[src/rtl/lock_plru.sv]
module lock_plru #(
  parameter int SETS = 16,
  localparam int SW = (SETS > 1) ? $clog2(SETS) : 1
) (
  input  logic          clk,
  input  logic          rst_n,
  input  logic          acc_vld,
  input  logic [SW-1:0] acc_set,
  input  logic [2:0]    acc_way,
  input  logic [2:0]    acc_op,
  input  logic          fl_inv,
  input  logic          fl_clr_i,
  input  logic          fl_clr_d,
  output logic [2:0]    vic_way,
  output logic          vic_none,
  output logic [7:0]    q_valid,
  output logic [7:0]    q_ilock,
  output logic [7:0]    q_dlock,
  output logic [6:0]    q_plru
);
  localparam logic [2:0] OP_READ = 3'd0, OP_WRITE = 3'd1, OP_INVAL = 3'd2,
                         OP_LOCKI = 3'd3, OP_LOCKD = 3'd4, OP_UNLOCK = 3'd5,
                         OP_ALLOC = 3'd6;

  logic [6:0] plru [SETS];
  logic [7:0] vld [SETS];
  logic [7:0] il [SETS];
  logic [7:0] dl [SETS];

  assign q_plru  = plru[acc_set];
  assign q_valid = vld[acc_set];
  assign q_ilock = il[acc_set];
  assign q_dlock = dl[acc_set];

  logic [7:0] avail, free;
  logic [1:0] half;
  logic [3:0] quad;
  logic       b0, b1, b2, b1r, b2r;
  logic [2:0] fway;

  assign avail    = ~(q_ilock | q_dlock);
  assign free     = avail & ~q_valid;
  assign half     = {|avail[7:4], |avail[3:0]};
  assign quad     = {|avail[7:6], |avail[5:4], |avail[3:2], |avail[1:0]};
  assign vic_none = ~|avail;

  always_comb begin
    fway = 3'd0;
    for (int i = 7; i >= 0; i--)
      if (free[i]) fway = 3'(i);
    b0  = q_plru[0] ^ ~half[q_plru[0]];
    b1r = q_plru[1 + int'(b0)];
    b1  = b1r ^ ~quad[{b0, b1r}];
    b2r = q_plru[3 + int'({b0, b1})];
    b2  = b2r ^ ~avail[{b0, b1, b2r}];
  end

  assign vic_way = (|free) ? fway : {b0, b1, b2};

  function automatic logic [6:0] touch(input logic [6:0] p, input logic [2:0] w);
    logic [6:0] r;
    r = p;
    r[0] = ~w[2];
    r[1 + int'(w[2])] = ~w[1];
    r[3 + int'(w[2:1])] = ~w[0];
    return r;
  endfunction

  wire flash = fl_inv | fl_clr_i | fl_clr_d;

  always_ff @(posedge clk) begin
    if (!rst_n) begin
      for (int s = 0; s < SETS; s++) begin
        plru[s] <= '0;
        vld[s]  <= '0;
        il[s]   <= '0;
        dl[s]   <= '0;
      end
    end else if (flash) begin
      for (int s = 0; s < SETS; s++) begin
        if (fl_inv) begin
          vld[s] <= '0;
          il[s]  <= '0;
          dl[s]  <= '0;
        end
        if (fl_clr_i) il[s] <= '0;
        if (fl_clr_d) dl[s] <= '0;
      end
    end else if (acc_vld) begin
      case (acc_op)
        OP_READ:   plru[acc_set] <= touch(q_plru, acc_way);
        OP_WRITE: begin
          plru[acc_set] <= touch(q_plru, acc_way);
          vld[acc_set][acc_way] <= 1'b1;
        end
        OP_INVAL: begin
          plru[acc_set] <= touch(q_plru, acc_way);
          vld[acc_set][acc_way] <= 1'b0;
        end
        OP_LOCKI:  il[acc_set][acc_way] <= 1'b1;
        OP_LOCKD:  dl[acc_set][acc_way] <= 1'b1;
        OP_UNLOCK: begin
          il[acc_set][acc_way] <= 1'b0;
          dl[acc_set][acc_way] <= 1'b0;
        end
        OP_ALLOC:
          if (!vic_none) begin
            plru[acc_set] <= touch(q_plru, vic_way);
            vld[acc_set][vic_way] <= 1'b1;
          end
        default: ;
      endcase
    end
  end
endmodule

[config.mk]
export PLATFORM = sky130hd
export DESIGN_NAME = lock_plru
export DESIGN_NICKNAME = d
export VERILOG_FILES = /design/src/rtl/lock_plru.sv
export SDC_FILE = /design/constraint.sdc
export NUM_CORES = 1
export LEC_CHECK = 0
export BUFFER_PORTS_ARGS = -buffer_cell sky130_fd_sc_hd__buf_2
export CORE_ASPECT_RATIO = 0.5
export CORE_UTILIZATION = 30
export CTS_CLUSTER_SIZE = 20
export DETAILED_ROUTE_END_ITERATION = 6
export PLACE_DENSITY_LB_ADDON = 0.2
export RECOVER_POWER = 100
export REMOVE_ABC_BUFFERS = 1
export SETUP_SLACK_MARGIN = 0.1
export SLEW_MARGIN = 25
export SYNTH_ARGS = -nofsm -noshare
export SYNTH_HDL_FRONTEND = slang
export SYNTH_SLANG_ARGS = --single-unit
export TNS_END_PERCENT = 20
[constraint.sdc]
create_clock -name clk -period 5 [get_ports clk]
set_input_delay 0.75 -clock clk [delete_from_list [all_inputs] [get_ports clk]]
set_output_delay 0.75 -clock clk [all_outputs]
set_load 0.005 [all_outputs]
* Yosys cells after proc, flatten, opt, wreduce, memory -nomap -nowiden
Memories as Yosys holds them, arrays and structs flattened.
Cells that the tools add are included.
** Storage, ports and cells
- Logic and storage cells :: 402
- Bits in writable memories :: 496
- Output and inout port bits :: 35
- Register bits :: 0
- Memories kept :: 4
** Cells by class
- Reductions and logical operators :: 20
- Multiplexer cells :: 216
- Equality and inequality tests :: 6
- Magnitude comparators :: 17
- Add/subtract/negate cells :: 6
- Bitwise gates (word level) :: 133
** Memory list
- dl :: depth 16, width 8, rd ports 1, clocked after memory_dff 0, wr ports 16, RTL line 28 : logic [7:0] dl [SETS];
- il :: depth 16, width 8, rd ports 1, clocked after memory_dff 0, wr ports 16, RTL line 27 : logic [7:0] il [SETS];
- vld :: depth 16, width 8, rd ports 1, clocked after memory_dff 0, wr ports 16, RTL line 26 : logic [7:0] vld [SETS];
- plru :: depth 16, width 7, rd ports 1, clocked after memory_dff 0, wr ports 16, RTL line 25 : logic [6:0] plru [SETS];
** Operators by type and width (number)
- $mux W8 :: 92
- $or A1 B1 Y1 :: 117
- $mux W1 :: 93
- $reduce_or A8 Y1 :: 5
- $bwmux W7 :: 4
- $mux W7 :: 4
- $mux W3 :: 9
- $lt A3 B4 Y1 const B :: 6
- $demux W1 S3 :: 6
- $mux W4 :: 4
- $not A8 Y8 :: 2
- $ge A3 B1 Y1 const B :: 4
- $lt A2 B4 Y1 const B :: 3
- $add A2 B2 Y3 const A :: 3
- $bmux W1 S3 :: 3
- $eq A3 B3 Y1 const B :: 3
- $not A1 Y1 :: 9
- $and A8 B8 Y8 :: 1
- $or A8 B8 Y8 :: 1
- $reduce_or A2 Y1 :: 4
- $reduce_or A4 Y1 :: 2
- $reduce_or A7 Y1 :: 1
- $add A1 B1 Y2 const A :: 3
- $eq A3 B2 Y1 const B :: 2
- 9 further kinds :: 17

* Longest topological paths before layout
An unclocked memory read counts as a cell.
- Word-level depth :: 34
- Mapped depth :: 21
- Mapped depth without buffers :: 17

* Worst setup path before layout
Ideal clock, no wire load.
- Kind :: input to register
- From :: input acc_set[0]
- To :: memory plru[11][2] (data pin)
- Setup time :: 0.262 ns
- Path buffers :: 3
- Data arrival time :: 5.235 ns
- Stages :: 16
- Setup slack :: -0.497 ns
- Data required time :: 4.738 ns
- Cell sequence :: buf_2 > buf_2 > mux4_2 > mux4_2 > inv_1 > a21oi_1 > o32ai_2 > inv_1 > ha_1 > mux4_2 > mux2_2 > a311o_1 > and4b_4 > a221oi_4 > buf_4 > nor2_1
** RTL lines
- start, declared :: RTL line 8 : input logic [SW-1:0] acc_set,
- end, declared :: RTL line 25

* Worst setup path in the final report
- From :: input acc_set[0]
- To :: output vic_way[0]
** Between the ends
- Cells in the longest elaborated chain, start to end :: 25
** RTL lines
- $mem_v2 Z16 W8 (on tied branches)
- $or A8 B8 Y8 :: RTL line 41 : assign avail = ~(q_ilock | q_dlock);
- $not A8 Y8 :: RTL line 41
- $reduce_or A4 Y1 :: RTL line 43 : assign half = {|avail[7:4], |avail[3:0]};
- $mux W1 (implied by the code) (2 in series) :: RTL line 51 : b0 = q_plru[0] ^ ~half[q_plru[0]];
- $not A1 Y1 :: RTL line 51
- $xor A1 B1 Y1 :: RTL line 51
- $add A1 B1 Y2 :: RTL line 52 : b1r = q_plru[1 + int'(b0)];
- [... 7 more ...]
- $add A2 B2 Y3 :: RTL line 54 : b2r = q_plru[3 + int'({b0, b1})];
- $bmux W1 S3 :: RTL line 54
- $mux W1 (implied by the code) (2 in series) :: RTL line 54
- $bmux W1 S3 :: RTL line 55 : b2 = b2r ^ ~avail[{b0, b1, b2r}];
- $mux W1 (implied by the code) :: RTL line 55
- $not A1 Y1 :: RTL line 55
- $xor A1 B1 Y1 :: RTL line 55
- $mux W3 * :: RTL line 58 : assign vic_way = (|free) ? fway : {b0, b1, b2};
- end, declared :: RTL line 14 : output logic [2:0] vic_way,
Every way passes the cells marked *; elsewhere a longest branch is shown, timed or not. The select of a mux whose other input is x is not followed.

==> results.toml <==
[run_status]
status = "finished with violations"
failed_checks = "setup timing"

[clock_network]
cts_root_buf = "clkbuf_16"
clk_pin_slew_worst_paths_ns = 0.07
cts_hold_buf = 0
cts_sinks = 496
cts.path.max_buffers = 3
cts_buffers = 51
cts_tree = "done"
clk_latency_ns = 0.63
cts.htree.levels = 2

[timing]
rsz0062_at_grt = "yes"
fin_worst_skew_ns = 0.0363
finalHoldViolCount = 0
setup_slack_ns = -0.174
setup_tns_ns = -0.174
min_period_ns = 5.17
tightest_slew_ns = 1.16
maxSlewViolCount = 0
period_share = 1.03
max_slew_margin = 0.224
setup_viol = 1
fmax_mhz = 193

[setup_path]
cp-start-kind = "input pin"
rrSetupSlack_ns = 0.14
end_kind = "output port"
required_ns = 4.25
reg2reg_to = "vld[9][6]"
reg2reg_depth = 17
worst-setup-path-type = "in -> out"
r2r-start = "plru[10][1]"
crit_arrival_ns = 4.42
crit_fanout = 8

[route]
drtPass1Iterations = 5
drtAntennaViolNets = 0
vias = 18318
wl_per_cell_um = 24.8
detail_route.vias_per_cell = 5.46
drt-initial-drc-count = 1997
wl_mm = 83.2
drc = 0

[finish]
fin_nets = 2241
drive_gt1_frac = 0.280
antenna_cells = 0
final_cell_mix = "edfxtp_1, nor2_1, o21ai_0"
area_growth_pct = 21.3
final_common_cell = "edfxtp_1"
utilization = 0.372

[power]
p_leak_nw = 10.5
p_per_area_nw_per_um2 = 318
ir_worst_vdd_mv = 0.233
power_w = 0.00975

[synthesis]
synthCells = 2122
netlist-cell-type-count = 60
avgSynthCellArea_um2 = 11.9
synth_edf_count = 496
synth_top_family_by_area = "multiplexers"
seq_area_frac_synth = 0.589
muxShareOfSynthArea = 0.126
async_reset_ff_frac = 0
ys.flop_type = "edfxtp_1"
yosys.area_share.simple = 0.110
synthAdderAreaFrac = 0.00643
synthXorXnorAreaFrac = 0.000693
syn_area_um2 = 25300
yosysWarningCount = 0
synth-seq-cells = 496
synth_compound_area_frac = 0.122

[floorplan]
num_io_pins = 51
die_w_um = 413
core_um2 = 82500
die-area_um2 = 85500
die_h_um = 207
start_util = 0.307
row_count = 74

[global_route]
track_usage = 0.191
grt_max_degree = 115
grt_pass1_vias = 17877
antenna_found_initial = 3
grt_pass1_wl_mm = 121
grt_overflow_total = 0

[placement]
dp_slack_ns = -0.640
port_buffers = 50
dpl.hpwl_mm = 50.0
place.gp.congestion = 0.851

[hold_path]
min_to = "vld[15][3]"
hold_path_class = "in -> reg"
min_path_cells = 3
hp-start = "fl_inv"

[run]
drv_cap = 0
## area by class of cell
| class | instances | area [µm²] |
|---|---|---|
| Sequential cell | 496 | 14900 |
| Tap cell | 1102 | 1380 |
| Fill cell | 7943 | 51800 |
| Multi-Input combinational cell | 1344 | 9850 |
| Clock buffer | 66 | 1350 |
| Inverter | 17 | 63.8 |
| Timing Repair Buffer | 302 | 2930 |
| Clock inverter | 29 | 211 |
## registers in the layout, summed over array words and instances (netlist names)
register / flops
plru: 112
dl: 128
vld: 128
il: 128
## metrics by stage
stage | hold slack (ns) | area, µm² | instances
detailed placement | 1.23 | 28200 | 3229
CTS | 0.557 | 30100 | 3339
global route | 0.560 | 30700 | 3356
floorplan | 0.989 | 24200 | 1857
finish | 0.570 | 30700 | 3356
global placement | 1.21 | 28200 | 3228
## per-layer routing
metal  global-route usage  up-vias  share of wire
met5                    0        -              0
met4               0.0455        0          0.023
met2                0.307      569           0.47
li1                     -     8104              -
met3               0.0225      127          0.056
met1                0.275     9518           0.45
## worst max-delay path by stage
stage                  to  slack (ns)        from
4_1_cts        vic_way[0]       -0.17  acc_set[0]
3_5_place_dp    vld[4][3]       -0.64  acc_set[0]
5_1_grt        vic_way[0]       -0.28  acc_set[0]
6_report       vic_way[0]       -0.17  acc_set[0]
2_1_floorplan   vld[7][0]       -2.56      fl_inv
3_3_place_gp    vld[9][6]       -0.59  acc_set[0]
## worst max-delay path, cell delays in order
cell	delay [ns]
buf_16	0.17
buf_6	0.13
mux4_2	0.54
mux4_2	0.61
inv_2	0.13
a21oi_2	0.06
o32ai_2	0.27
inv_1	0.11
ha_4	0.29
mux4_2	0.48
mux2_4	0.28
a311o_1	0.33
nand3_4	0.13
buf_6	0.11
## cell families (layout without fill, tap and decap cells)
logic type,after synthesis,count (layout)
simple gates,660,660
compound gates,526,526
flops,496,496
buf+inv,282,414
mux,143,143
fa+ha+maj,13,13
xor+xnor,2,2
## report_power, final
group / internal [W] / switching (W) / leakage (nW)
combinational: 0.000538 / 0.000724 / 4.23
sequential: 0.00472 / 0.0000433 / 5.50
clock: 0.00206 / 0.00167 / 0.760
total: 0.00732 / 0.00244 / 10.5
## Yosys cell counts (6+ instances only)
library cell / n / area share
nand2b_1: 9 / 0.0022
nand2_1: 91 / 0.014
clkbuf_1: 220 / 0.033
nor2b_1: 9 / 0.0022
nand3_1: 27 / 0.0053
buf_6: 8 / 0.0036
nor3_1: 26 / 0.0051
or2_2: 11 / 0.0027
mux4_2: 140 / 0.12
nor2_1: 451 / 0.067
and3b_1: 16 / 0.0055
a31oi_1: 7 / 0.0017
a311oi_1: 48 / 0.017
o21ai_0: 330 / 0.065
ha_1: 13 / 0.0064
a21oi_1: 65 / 0.013
inv_1: 17 / 0.0025
buf_4: 6 / 0.0018
a31o_2: 7 / 0.0024
a22oi_1: 28 / 0.0083
buf_2: 26 / 0.0051
edfxtp_1: 496 / 0.59
## timing repair
action                                 4_1_cts  5_1_grt
pin swaps                                    6       18
gates cloned                                 2        7
setup endpoints to repair                  155      306
setup buffers                               13        9
endpoints found under the hold margin        0        0
resized for setup                           44      132
Power figures use the tool's default switching activity.
